<file path="src/rtl/chdma_pkg.sv">
package chdma_pkg;
  localparam int DW     = 32;
  localparam int AW     = 32;
  localparam int REG_AW = 6;

  localparam logic [REG_AW-1:0] OFS_CTRL = 6'h00;
  localparam logic [REG_AW-1:0] OFS_STAT = 6'h04;
  localparam logic [REG_AW-1:0] OFS_CUR  = 6'h0C;
  localparam logic [REG_AW-1:0] OFS_NEXT = 6'h10;
  localparam logic [REG_AW-1:0] OFS_BCNT = 6'h20;
  localparam logic [REG_AW-1:0] OFS_DCTL = 6'h24;

  localparam int BIT_BUSY = 10;
  localparam int BIT_EOT  = 9;
  localparam int BIT_EOC  = 8;

  // error kind k sets status bit ERR_POS[k]
  localparam int NUM_ERR = 4;
  localparam int KIND_W  = $clog2(NUM_ERR);
  localparam int ERR_POS [NUM_ERR] = '{1, 2, 3, 5};

  localparam int DESC_WORDS   = 5;
  localparam int IDX_W        = $clog2(DESC_WORDS);
  localparam int W_LINK       = 0;
  localparam int W_BCNT       = 3;
  localparam int W_DCTL       = 4;
  localparam int BCNT_W       = 25;
  localparam int DCTL_IRQ_BIT = 4;

  typedef enum logic [1:0] {S_IDLE, S_REQ, S_WAIT, S_MOVE} seq_state_e;
endpackage

</file>
<file path="src/rtl/chdma_mover.sv">
module chdma_mover #(
  parameter int XFER_CYCLES = 4
) (
  input  logic clk,
  input  logic rst_n,
  input  logic start,
  input  logic err_in,
  output logic done,
  output logic err
);
  localparam int CW = $clog2(XFER_CYCLES + 1);

  logic          active;
  logic [CW-1:0] cnt;

  assign done = active && (cnt == '0);
  assign err  = done && err_in;

  always_ff @(posedge clk) begin
    if (!rst_n) begin
      active <= 1'b0;
      cnt    <= '0;
    end else if (start) begin
      active <= 1'b1;
      cnt    <= CW'(XFER_CYCLES - 1);
    end else if (done) begin
      active <= 1'b0;
    end else if (active) begin
      cnt <= cnt - 1'b1;
    end
  end
endmodule

</file>
<file path="src/rtl/chdma_seq.sv">
module chdma_seq
  import chdma_pkg::*;
(
  input  logic              clk,
  input  logic              rst_n,
  input  logic              start,
  input  logic              append,
  input  logic              enable,
  input  logic [AW-1:0]     nxt_addr,
  input  logic              mem_req_ready,
  input  logic              mem_rsp_valid,
  input  logic [DW-1:0]     mem_rsp_data,
  input  logic              mv_done,
  input  logic              mv_err,
  output logic              busy,
  output logic [AW-1:0]     cur_addr,
  output logic [BCNT_W-1:0] bcnt,
  output logic [DW-1:0]     dctl,
  output logic              mem_req_valid,
  output logic [AW-1:0]     mem_req_addr,
  output logic              mv_start,
  output logic              ev_eot,
  output logic              ev_eoc,
  output logic              ev_err,
  output logic              irq,
  output logic              nxt_load,
  output logic [AW-1:0]     nxt_val
);
  seq_state_e       st;
  logic [IDX_W-1:0] idx;
  logic             relink;
  logic [AW-1:0]    link_q;

  logic last_word, take_rsp, fin, clean, follow, go_start, go_relink;

  assign busy          = (st != S_IDLE);
  assign mem_req_valid = (st == S_REQ);
  assign mem_req_addr  = cur_addr + AW'({idx, 2'b00});

  assign last_word = (idx == IDX_W'(DESC_WORDS - 1));
  assign take_rsp  = (st == S_WAIT) && mem_rsp_valid;
  assign mv_start  = take_rsp && !relink && last_word;

  assign fin    = (st == S_MOVE) && mv_done;
  assign ev_err = fin && mv_err;
  assign clean  = fin && !mv_err;
  assign ev_eot = clean;
  assign ev_eoc = clean && (link_q == '0);
  assign follow = clean && (link_q != '0) && enable;

  assign nxt_load = follow || (take_rsp && relink && (mem_rsp_data != '0));
  assign nxt_val  = follow ? link_q : mem_rsp_data;

  assign go_start  = (st == S_IDLE) && (nxt_addr != '0) &&
                     (start || (append && (cur_addr == '0)));
  assign go_relink = (st == S_IDLE) && append && !start && (cur_addr != '0);

  always_ff @(posedge clk) begin
    if (!rst_n) begin
      st       <= S_IDLE;
      idx      <= '0;
      relink   <= 1'b0;
      cur_addr <= '0;
      link_q   <= '0;
      bcnt     <= '0;
      dctl     <= '0;
      irq      <= 1'b0;
    end else begin
      irq <= clean && dctl[DCTL_IRQ_BIT];
      case (st)
        S_IDLE: begin
          if (go_start) begin
            cur_addr <= nxt_addr;
            idx      <= '0;
            relink   <= 1'b0;
            st       <= S_REQ;
          end else if (go_relink) begin
            idx    <= IDX_W'(W_LINK);
            relink <= 1'b1;
            st     <= S_REQ;
          end
        end
        S_REQ: begin
          if (mem_req_ready) st <= S_WAIT;
        end
        S_WAIT: begin
          if (mem_rsp_valid) begin
            if (relink) begin
              relink <= 1'b0;
              if (mem_rsp_data != '0) begin
                cur_addr <= mem_rsp_data;
                idx      <= '0;
                st       <= S_REQ;
              end else begin
                st <= S_IDLE;
              end
            end else begin
              if (idx == IDX_W'(W_LINK)) link_q <= mem_rsp_data;
              if (idx == IDX_W'(W_BCNT)) bcnt   <= mem_rsp_data[BCNT_W-1:0];
              if (idx == IDX_W'(W_DCTL)) dctl   <= mem_rsp_data;
              if (last_word) begin
                st <= S_MOVE;
              end else begin
                idx <= idx + 1'b1;
                st  <= S_REQ;
              end
            end
          end
        end
        S_MOVE: begin
          if (mv_done) begin
            if (follow) begin
              cur_addr <= link_q;
              idx      <= '0;
              st       <= S_REQ;
            end else begin
              st <= S_IDLE;
            end
          end
        end
        default: st <= S_IDLE;
      endcase
    end
  end
endmodule

</file>
<file path="src/rtl/chdma_regs.sv">
module chdma_regs
  import chdma_pkg::*;
(
  input  logic              clk,
  input  logic              rst_n,
  input  logic              wr,
  input  logic [REG_AW-1:0] addr,
  input  logic [DW-1:0]     wdata,
  input  logic              busy,
  input  logic [AW-1:0]     cur_addr,
  input  logic [BCNT_W-1:0] bcnt,
  input  logic [DW-1:0]     dctl,
  input  logic              ev_eot,
  input  logic              ev_eoc,
  input  logic              ev_err,
  input  logic [KIND_W-1:0] err_kind,
  input  logic              nxt_load,
  input  logic [AW-1:0]     nxt_val,
  output logic [DW-1:0]     rdata,
  output logic              enable,
  output logic              start,
  output logic              append,
  output logic [AW-1:0]     nxt_addr,
  output logic              eot_flag,
  output logic              eoc_flag,
  output logic [NUM_ERR-1:0] err_flags
);
  logic          ctrl_wr, stat_wr;
  logic [DW-1:0] stat_word;

  assign ctrl_wr = wr && (addr == OFS_CTRL);
  assign stat_wr = wr && (addr == OFS_STAT);
  assign start   = ctrl_wr && wdata[0] && !enable && !busy;
  assign append  = ctrl_wr && wdata[0] && wdata[1] && !busy;

  always_ff @(posedge clk) begin
    if (!rst_n) begin
      enable   <= 1'b0;
      nxt_addr <= '0;
      eot_flag <= 1'b0;
      eoc_flag <= 1'b0;
    end else begin
      if (ctrl_wr) enable <= wdata[0];
      if (nxt_load) nxt_addr <= nxt_val;
      else if (wr && (addr == OFS_NEXT) && !busy) nxt_addr <= wdata;
      if (ev_eot) eot_flag <= 1'b1;
      else if (stat_wr && wdata[BIT_EOT]) eot_flag <= 1'b0;
      if (ev_eoc) eoc_flag <= 1'b1;
      else if (stat_wr && wdata[BIT_EOC]) eoc_flag <= 1'b0;
    end
  end

  for (genvar k = 0; k < NUM_ERR; k++) begin : g_err
    always_ff @(posedge clk) begin
      if (!rst_n) err_flags[k] <= 1'b0;
      else if (ev_err && (err_kind == KIND_W'(k))) err_flags[k] <= 1'b1;
      else if (stat_wr && wdata[ERR_POS[k]]) err_flags[k] <= 1'b0;
    end
  end

  always_comb begin
    stat_word           = '0;
    stat_word[BIT_BUSY] = busy;
    stat_word[BIT_EOT]  = eot_flag;
    stat_word[BIT_EOC]  = eoc_flag;
    for (int k = 0; k < NUM_ERR; k++) stat_word[ERR_POS[k]] = err_flags[k];
  end

  always_comb begin
    rdata = '0;
    case (addr)
      OFS_CTRL: rdata[0] = enable;
      OFS_STAT: rdata = stat_word;
      OFS_CUR:  rdata = cur_addr;
      OFS_NEXT: rdata = nxt_addr;
      OFS_BCNT: rdata[BCNT_W-1:0] = bcnt;
      OFS_DCTL: rdata = dctl;
      default:  rdata = '0;
    endcase
  end
endmodule

</file>
<file path="src/rtl/chdma_channel.sv">
module chdma_channel
  import chdma_pkg::*;
#(
  parameter int XFER_CYCLES = 4
) (
  input  logic              clk,
  input  logic              rst_n,
  input  logic              reg_wr,
  input  logic [REG_AW-1:0] reg_addr,
  input  logic [DW-1:0]     reg_wdata,
  output logic [DW-1:0]     reg_rdata,
  output logic              mem_req_valid,
  input  logic              mem_req_ready,
  output logic [AW-1:0]     mem_req_addr,
  input  logic              mem_rsp_valid,
  input  logic [DW-1:0]     mem_rsp_data,
  input  logic              err_inject,
  input  logic [KIND_W-1:0] err_kind,
  output logic              irq
);
  logic               busy, enable, start, append;
  logic [AW-1:0]      cur_addr, nxt_addr, nxt_val;
  logic [BCNT_W-1:0]  bcnt;
  logic [DW-1:0]      dctl;
  logic               ev_eot, ev_eoc, ev_err, nxt_load;
  logic               mv_start, mv_done, mv_err;
  logic               eot_flag, eoc_flag;
  logic [NUM_ERR-1:0] err_flags;

  chdma_regs u_regs (
    .clk(clk), .rst_n(rst_n), .wr(reg_wr), .addr(reg_addr), .wdata(reg_wdata),
    .busy(busy), .cur_addr(cur_addr), .bcnt(bcnt), .dctl(dctl),
    .ev_eot(ev_eot), .ev_eoc(ev_eoc), .ev_err(ev_err), .err_kind(err_kind),
    .nxt_load(nxt_load), .nxt_val(nxt_val), .rdata(reg_rdata),
    .enable(enable), .start(start), .append(append), .nxt_addr(nxt_addr),
    .eot_flag(eot_flag), .eoc_flag(eoc_flag), .err_flags(err_flags)
  );

  chdma_seq u_seq (
    .clk(clk), .rst_n(rst_n), .start(start), .append(append), .enable(enable),
    .nxt_addr(nxt_addr), .mem_req_ready(mem_req_ready),
    .mem_rsp_valid(mem_rsp_valid), .mem_rsp_data(mem_rsp_data),
    .mv_done(mv_done), .mv_err(mv_err), .busy(busy), .cur_addr(cur_addr),
    .bcnt(bcnt), .dctl(dctl), .mem_req_valid(mem_req_valid),
    .mem_req_addr(mem_req_addr), .mv_start(mv_start), .ev_eot(ev_eot),
    .ev_eoc(ev_eoc), .ev_err(ev_err), .irq(irq), .nxt_load(nxt_load),
    .nxt_val(nxt_val)
  );

  chdma_mover #(.XFER_CYCLES(XFER_CYCLES)) u_mover (
    .clk(clk), .rst_n(rst_n), .start(mv_start), .err_in(err_inject),
    .done(mv_done), .err(mv_err)
  );
endmodule

</file>
<file path="config.mk">
export PLATFORM = sky130hd
export DESIGN_NAME = chdma_channel
export DESIGN_NICKNAME = d
export VERILOG_FILES = /design/src/rtl/chdma_pkg.sv /design/src/rtl/chdma_mover.sv /design/src/rtl/chdma_seq.sv /design/src/rtl/chdma_regs.sv /design/src/rtl/chdma_channel.sv
export SDC_FILE = /design/constraint.sdc
export NUM_CORES = 1
export LEC_CHECK = 0
export ABC_AREA = 1
export BUFFER_PORTS_ARGS = -buffer_cell sky130_fd_sc_hd__buf_2
export CORE_UTILIZATION = 40
export DETAILED_ROUTE_END_ITERATION = 7
export PLACE_DENSITY = 0.64
export RECOVER_POWER = 25
export SLEW_MARGIN = 20
export SYNTH_ARGS = -nofsm -noshare
export SYNTH_HDL_FRONTEND = slang
export SYNTH_HIERARCHICAL = 1
export SYNTH_SLANG_ARGS = --single-unit
</file>
<file path="constraint.sdc">
create_clock -name clk -period 4.4 [get_ports clk]
set_input_delay 0.44 -clock clk [delete_from_list [all_inputs] [get_ports clk]]
set_output_delay 0.44 -clock clk [all_outputs]
set_load 0.01 [all_outputs]
</file>
Word level (Yosys, flattened, before mapping)
Cells that the tools add are included.

Bitwise logic cells: 3. Add/sub/neg operators: 3. Multiplexer cells: 53. Eq/ne operators: 24. Reduce and logical (&&, ||, !) cells: 79.

Operator list (count): 32-bit 2-to-1 mux (9); 32-bit nonzero test (4); 24-bit case mux with 5 select lines (1); 32-bit case mux with 3 select lines (1); 32-bit logical NOT (2); 1-bit logical AND (39); 32-bit by 5-bit adder with 32-bit output (1); 3-bit 2-to-1 mux (8); 2-bit nonzero test (11); 7-bit case mux with 3 select lines (1); 2-bit 2-to-1 mux (10); 1-bit 2-to-1 mux (19); 4-bit AND reduction (4); 7-bit AND reduction (2); 6-bit equality test, second input constant (2); 2-bit by 1-bit inequality test with 1-bit output, second input constant (5); 3-bit case mux with 3 select lines (1); 2-bit equality test, second input constant (4); 2-bit case mux with 4 select lines (1); 6-bit by 3-bit equality test with 1-bit output, second input constant (1); 6-bit by 4-bit equality test with 1-bit output, second input constant (1); 6-bit by 5-bit equality test with 1-bit output, second input constant (1); 3-bit logical NOT (2); 6-bit logical NOT (1); other kinds (19) (31).

Bits of input ports: 78. Logic and storage cells: 181. Register bits after elaboration: 171.

Logic depth before layout (Yosys ltp)
Depth after elaboration: 11. Gate-level depth with buffers: 18. Mapped depth without buffers: 15.

Hierarchy
Netlist, hierarchy kept.

By module, submodules not included: chdma_seq (times used 1, cells each 1001, sequential area each 2562.5 µm², area an instance 6777.8 µm²); chdma_regs (times used 1, cells each 506, sequential area each 780.7 µm², area an instance 2797.7 µm²); chdma_mover (times used 1, cells each 32, sequential area each 80.1 µm², area an instance 241.5 µm²).

Worst setup path before layout
No wires, ideal clock.

Kind: reg2out. Start: register u_seq.idx[0]. End: output port mem_req_addr[28]. Buffers on the path: 0. Data required time: 3.960 ns. Slack: 1.703 ns. Stages on the path, launching flop included: 11. Arrival time: 2.257 ns. Cell sequence: dfxtp_1 > ha_1 > inv_1 > fa_1 > o21ai_0 > nand4_1 > nor2_1 > nand2_1 > nor2_1 > nand4_1 > xnor2_1.

Longest elaborated chain between the ends: 1.

Ends and longest elaborated chain: start, declared (RTL line chdma_seq.sv:30) `logic [IDX_W-1:0] idx;`; start signal, assigned (RTL line chdma_seq.sv:78) `idx <= IDX_W'(W_LINK);`; start signal, assigned (RTL line chdma_seq.sv:104) `idx <= idx + 1'b1;`; 32-bit by 5-bit adder with 32-bit output (RTL line chdma_seq.sv:38) `assign mem_req_addr = cur_addr + AW'({idx, 2'b00});`; end, declared (RTL line chdma_channel.sv:14) `output logic [AW-1:0] mem_req_addr,`.

No other way between the ends.

==> impl_metrics.toml <==
[critical_path]
crit_path_max_fanout = 77
path_class = "in -> reg"
worst_setup_path_end_kind = "flop"
cp.arrival_ps = 3990
worst-endpoint-required_ps = 4760
start_kind = "input port"

[floorplanning]
die_h_um = 159
core-area_um2 = 23800
core.rowCount = 56
dieArea_um2 = 25200
io-pin-count = 144
floorplan.initialDensity_pct = 41.3
die_width_um = 159

[place]
place.detailed.hpwl_um = 24500
placement.io_buffers = 143
placed_cells_incl_taps = 1918
gp_routability_congestion = 0.883

[synthesis]
syn_nets = 1626
synth_largest_type_area_fraction_pct = 34.9
synth.mux.area_fraction_pct = 0
synth-edff-count = 0
combinational_family_with_the_most_area_after_synthesis = "simple AND/OR/NAND/NOR gates"
ys.flop_type = "sky130_fd_sc_hd__dfxtp_1"
synth-compound-area-share_pct = 19.1
synth.yosys.warnings = 6
synth.largest_area_cell = "sky130_fd_sc_hd__dfxtp_1"
post_synth_main_area_contributors = "sky130_fd_sc_hd__dfxtp_1, sky130_fd_sc_hd__nand2_1, sky130_fd_sc_hd__a21oi_1"
synthCells = 1539
synth.yosys.seq_area_share_pct = 34.9
yosys.cell_types.count = 39
post_synth_xor_area_fraction_pct = 2.59
postSynth.asyncResetShare_pct = 0
postSynthAreaPerCell_um2 = 6.38
adder_and_majority_gate_portion_of_the_synthesized_area_pct = 1.22
syn_area_um2 = 9820
ys_seq_elements = 171
synthSimpleGateAreaFrac_pct = 32.6

[grt]
globalRouteTotalUtil_pct = 28.3
initial_antenna_violation_count = 0
grt_first_pass_wirelength_um = 53700
grt_pass1_vias = 9417
grt_use_met3_pct = 4.55
largest_net_degree_at_the_start_of_global_routing = 78
grt_busiest_layer = "met2"
grt_util_met2_pct = 42.2
met1_demand_to_capacity_share_in_global_routing_pct = 41.2
overflow_left_after_global_routing = 0

[detailed_routing]
postRouteWirelength_um = 35400
detailedRoute.firstIterationViolations = 1331
route.detailed.wl_per_inst_um = 18.2
route.detailed.drc = 0
vias_per_cell = 5.48
vias = 10688
final_antenna_net_count = 0
drt-pass1-iter-count = 7

[clock_network]
cts-hold-fix-buffers = 0
cts_sinks = 171
cts_tree = "done"
insertion_delay_ps = 430
clk_path_buf_depth = 2
clock_tree.root_cell = "sky130_fd_sc_hd__clkbuf_16"
cts_inserted_buffers = 17
clkTransAtPathRegs_ps = 60
cts.repair.resized = 0
clock_tree.htree_level_count = 4
cts_setup_buffers = 0

[pwr]
worst_vdd_rail_ir_drop_mv = 0.486
power_per_cell_area_nw_per_um2 = 535
seq_power_share_pct = 36.6
total_switching_power_mw = 2.51
swShare_pct = 41.9
clock_power_share_pct = 25.9
p_int_mw = 3.47
p_leak_nw = 4.72
comb_power_share_pct = 37.4

[cells_and_area]
utilization_pct = 47.0
final_cell_count_no_fill = 1950
final_net_count = 1705
diodes = 0
layout.cells.most_common_list = "sky130_fd_sc_hd__nand2_1, sky130_fd_sc_hd__a21oi_1, sky130_fd_sc_hd__nor2_1, sky130_fd_sc_hd__dfxtp_1, sky130_fd_sc_hd__buf_2"
synthToLayoutAreaGrowth_pct = 13.7
final_layout_size_suffix_gt1_share_pct = 12.4
final_common_cell = "sky130_fd_sc_hd__nand2_1"

[sta]
grt_setup_unrepaired = "no"
worst_pin_slew_ps = 3330
setup_tns_ps = 0
final_hold_viol_count = 0
setup_viol = 0
layout_worst_path_cycle_share_pct = 82.6
final.min_clock_period_ps = 3630
finalMaxSlewViolations = 78
slew-limit-headroom_pct = -122
maximum_achievable_frequency_mhz = 275
finalClockSkew_ps = 7.68

[job]
drv.max_cap_violation_count = 1

[run_status]
status = "finished with violations"
violations = "max-capacitance violations, max-slew violations"

[worst_hold_path]
min_path_type = "in -> reg"
==> cell type report <==
| class | instances | area [µm²] |
|---|---|---|
| fill | 2504 | 12600 |
| multi-input combinational | 1145 | 5470 |
| sequential | 171 | 3420 |
| timing repair buffer | 157 | 806 |
| clock buffer | 26 | 479 |
| inverter | 126 | 473 |
| tap | 319 | 399 |
| clock inverter | 6 | 111 |
==> per-stage QoR <==
step	worst slack, ps	hold slack, ps	total power [mW]	instance area, µm²
6_report	767	288	5.97	11200
5_1_grt	474	289	6.34	11200
4_1_cts	845	270	5.95	11200
3_5_place_dp	1300	459	4.42	10600
3_3_place_gp	1400	451	4.39	10600
2_1_floorplan	1700	425	3.77	9820
==> cell usage after synthesis (2+ instances only) <==
library cell and instances:
sky130_fd_sc_hd__nand4_1 33, sky130_fd_sc_hd__ha_1 8, sky130_fd_sc_hd__a21oi_1 192, sky130_fd_sc_hd__nand3_1 114, sky130_fd_sc_hd__or2_1 2, sky130_fd_sc_hd__o21ai_1 3, sky130_fd_sc_hd__o22ai_1 20, sky130_fd_sc_hd__nor3_2 3
sky130_fd_sc_hd__xor2_1 15, sky130_fd_sc_hd__nor2_1 174, sky130_fd_sc_hd__a21boi_0 2, sky130_fd_sc_hd__nor2_2 6, sky130_fd_sc_hd__o21ai_0 127, sky130_fd_sc_hd__dfxtp_1 171, sky130_fd_sc_hd__nor2_4 3, sky130_fd_sc_hd__buf_2 27
sky130_fd_sc_hd__nor3b_1 2, sky130_fd_sc_hd__buf_6 6, sky130_fd_sc_hd__nand3b_1 2, sky130_fd_sc_hd__clkbuf_1 46, sky130_fd_sc_hd__nor4_1 2, sky130_fd_sc_hd__inv_2 5, sky130_fd_sc_hd__a221oi_1 12, sky130_fd_sc_hd__nand2_2 4
sky130_fd_sc_hd__buf_1 9, sky130_fd_sc_hd__inv_1 121, sky130_fd_sc_hd__nor3_1 11, sky130_fd_sc_hd__xnor2_1 14, sky130_fd_sc_hd__buf_4 9, sky130_fd_sc_hd__nand2_1 387
==> power groups by stage <==
stage               Sequential, mW  Combinational, mW  Clock [mW]
detailed placement            2.21               2.21           0
global route                  2.22               2.49        1.63
CTS                           2.18               2.22        1.56
global placement              2.20               2.19           0
floorplan                     2.03               1.74           0
finish                        2.19               2.24        1.55
==> routing by layer <==
metal | vias up | share of wire [%]
li1 | 5222 | -
met1 | 4851 | 46
met2 | 563 | 43
met3 | 52 | 9.8
met4 | 0 | 2.1
met5 | - | 0
==> cells by family after synthesis <==
kind of cell,after synthesis
compound gates,358
xor+xnor,29
fa+ha+maj,9
flops,171
simple gates,749
buf+inv,223
==> flip-flops by register name, summed over array words and instances (netlist names) <==
name / cells
u_seq/cur_addr: 32
u_seq/dctl: 32
u_seq/idx: 3
u_mover/active: 1
u_regs/nxt_addr: 32
u_seq/irq: 1
u_seq/bcnt: 25
u_regs/eoc_flag: 1
u_regs/err_flags: 4
u_mover/cnt: 3
u_regs/enable: 1
u_seq/link_q: 32
u_seq/st: 2
u_regs/eot_flag: 1
u_seq/relink: 1
==> critical path: stages <==
cell                       delay [ps]
sky130_fd_sc_hd__clkbuf_1        2300
sky130_fd_sc_hd__buf_4            770
sky130_fd_sc_hd__o21ai_0          230
sky130_fd_sc_hd__a21oi_1          160
==> worst paths after layout <==
kind	cells after the start	slack [ps]	end	from
hold reg to reg	2	470	u_regs/err_flags[3]$_SDFFE_PN0P_	u_regs/err_flags[3]$_SDFFE_PN0P_
hold / removal	3	290	u_regs/err_flags[3]$_SDFFE_PN0P_	err_kind[1]
setup reg to reg	11	1370	u_seq/cur_addr[0]$_SDFFE_PN0P_	u_seq/st[1]$_SDFFE_PN0P_
setup / recovery	4	770	u_seq/link_q[16]$_SDFFE_PN0P_	rst_n
(Power assumes the default switching activity.)
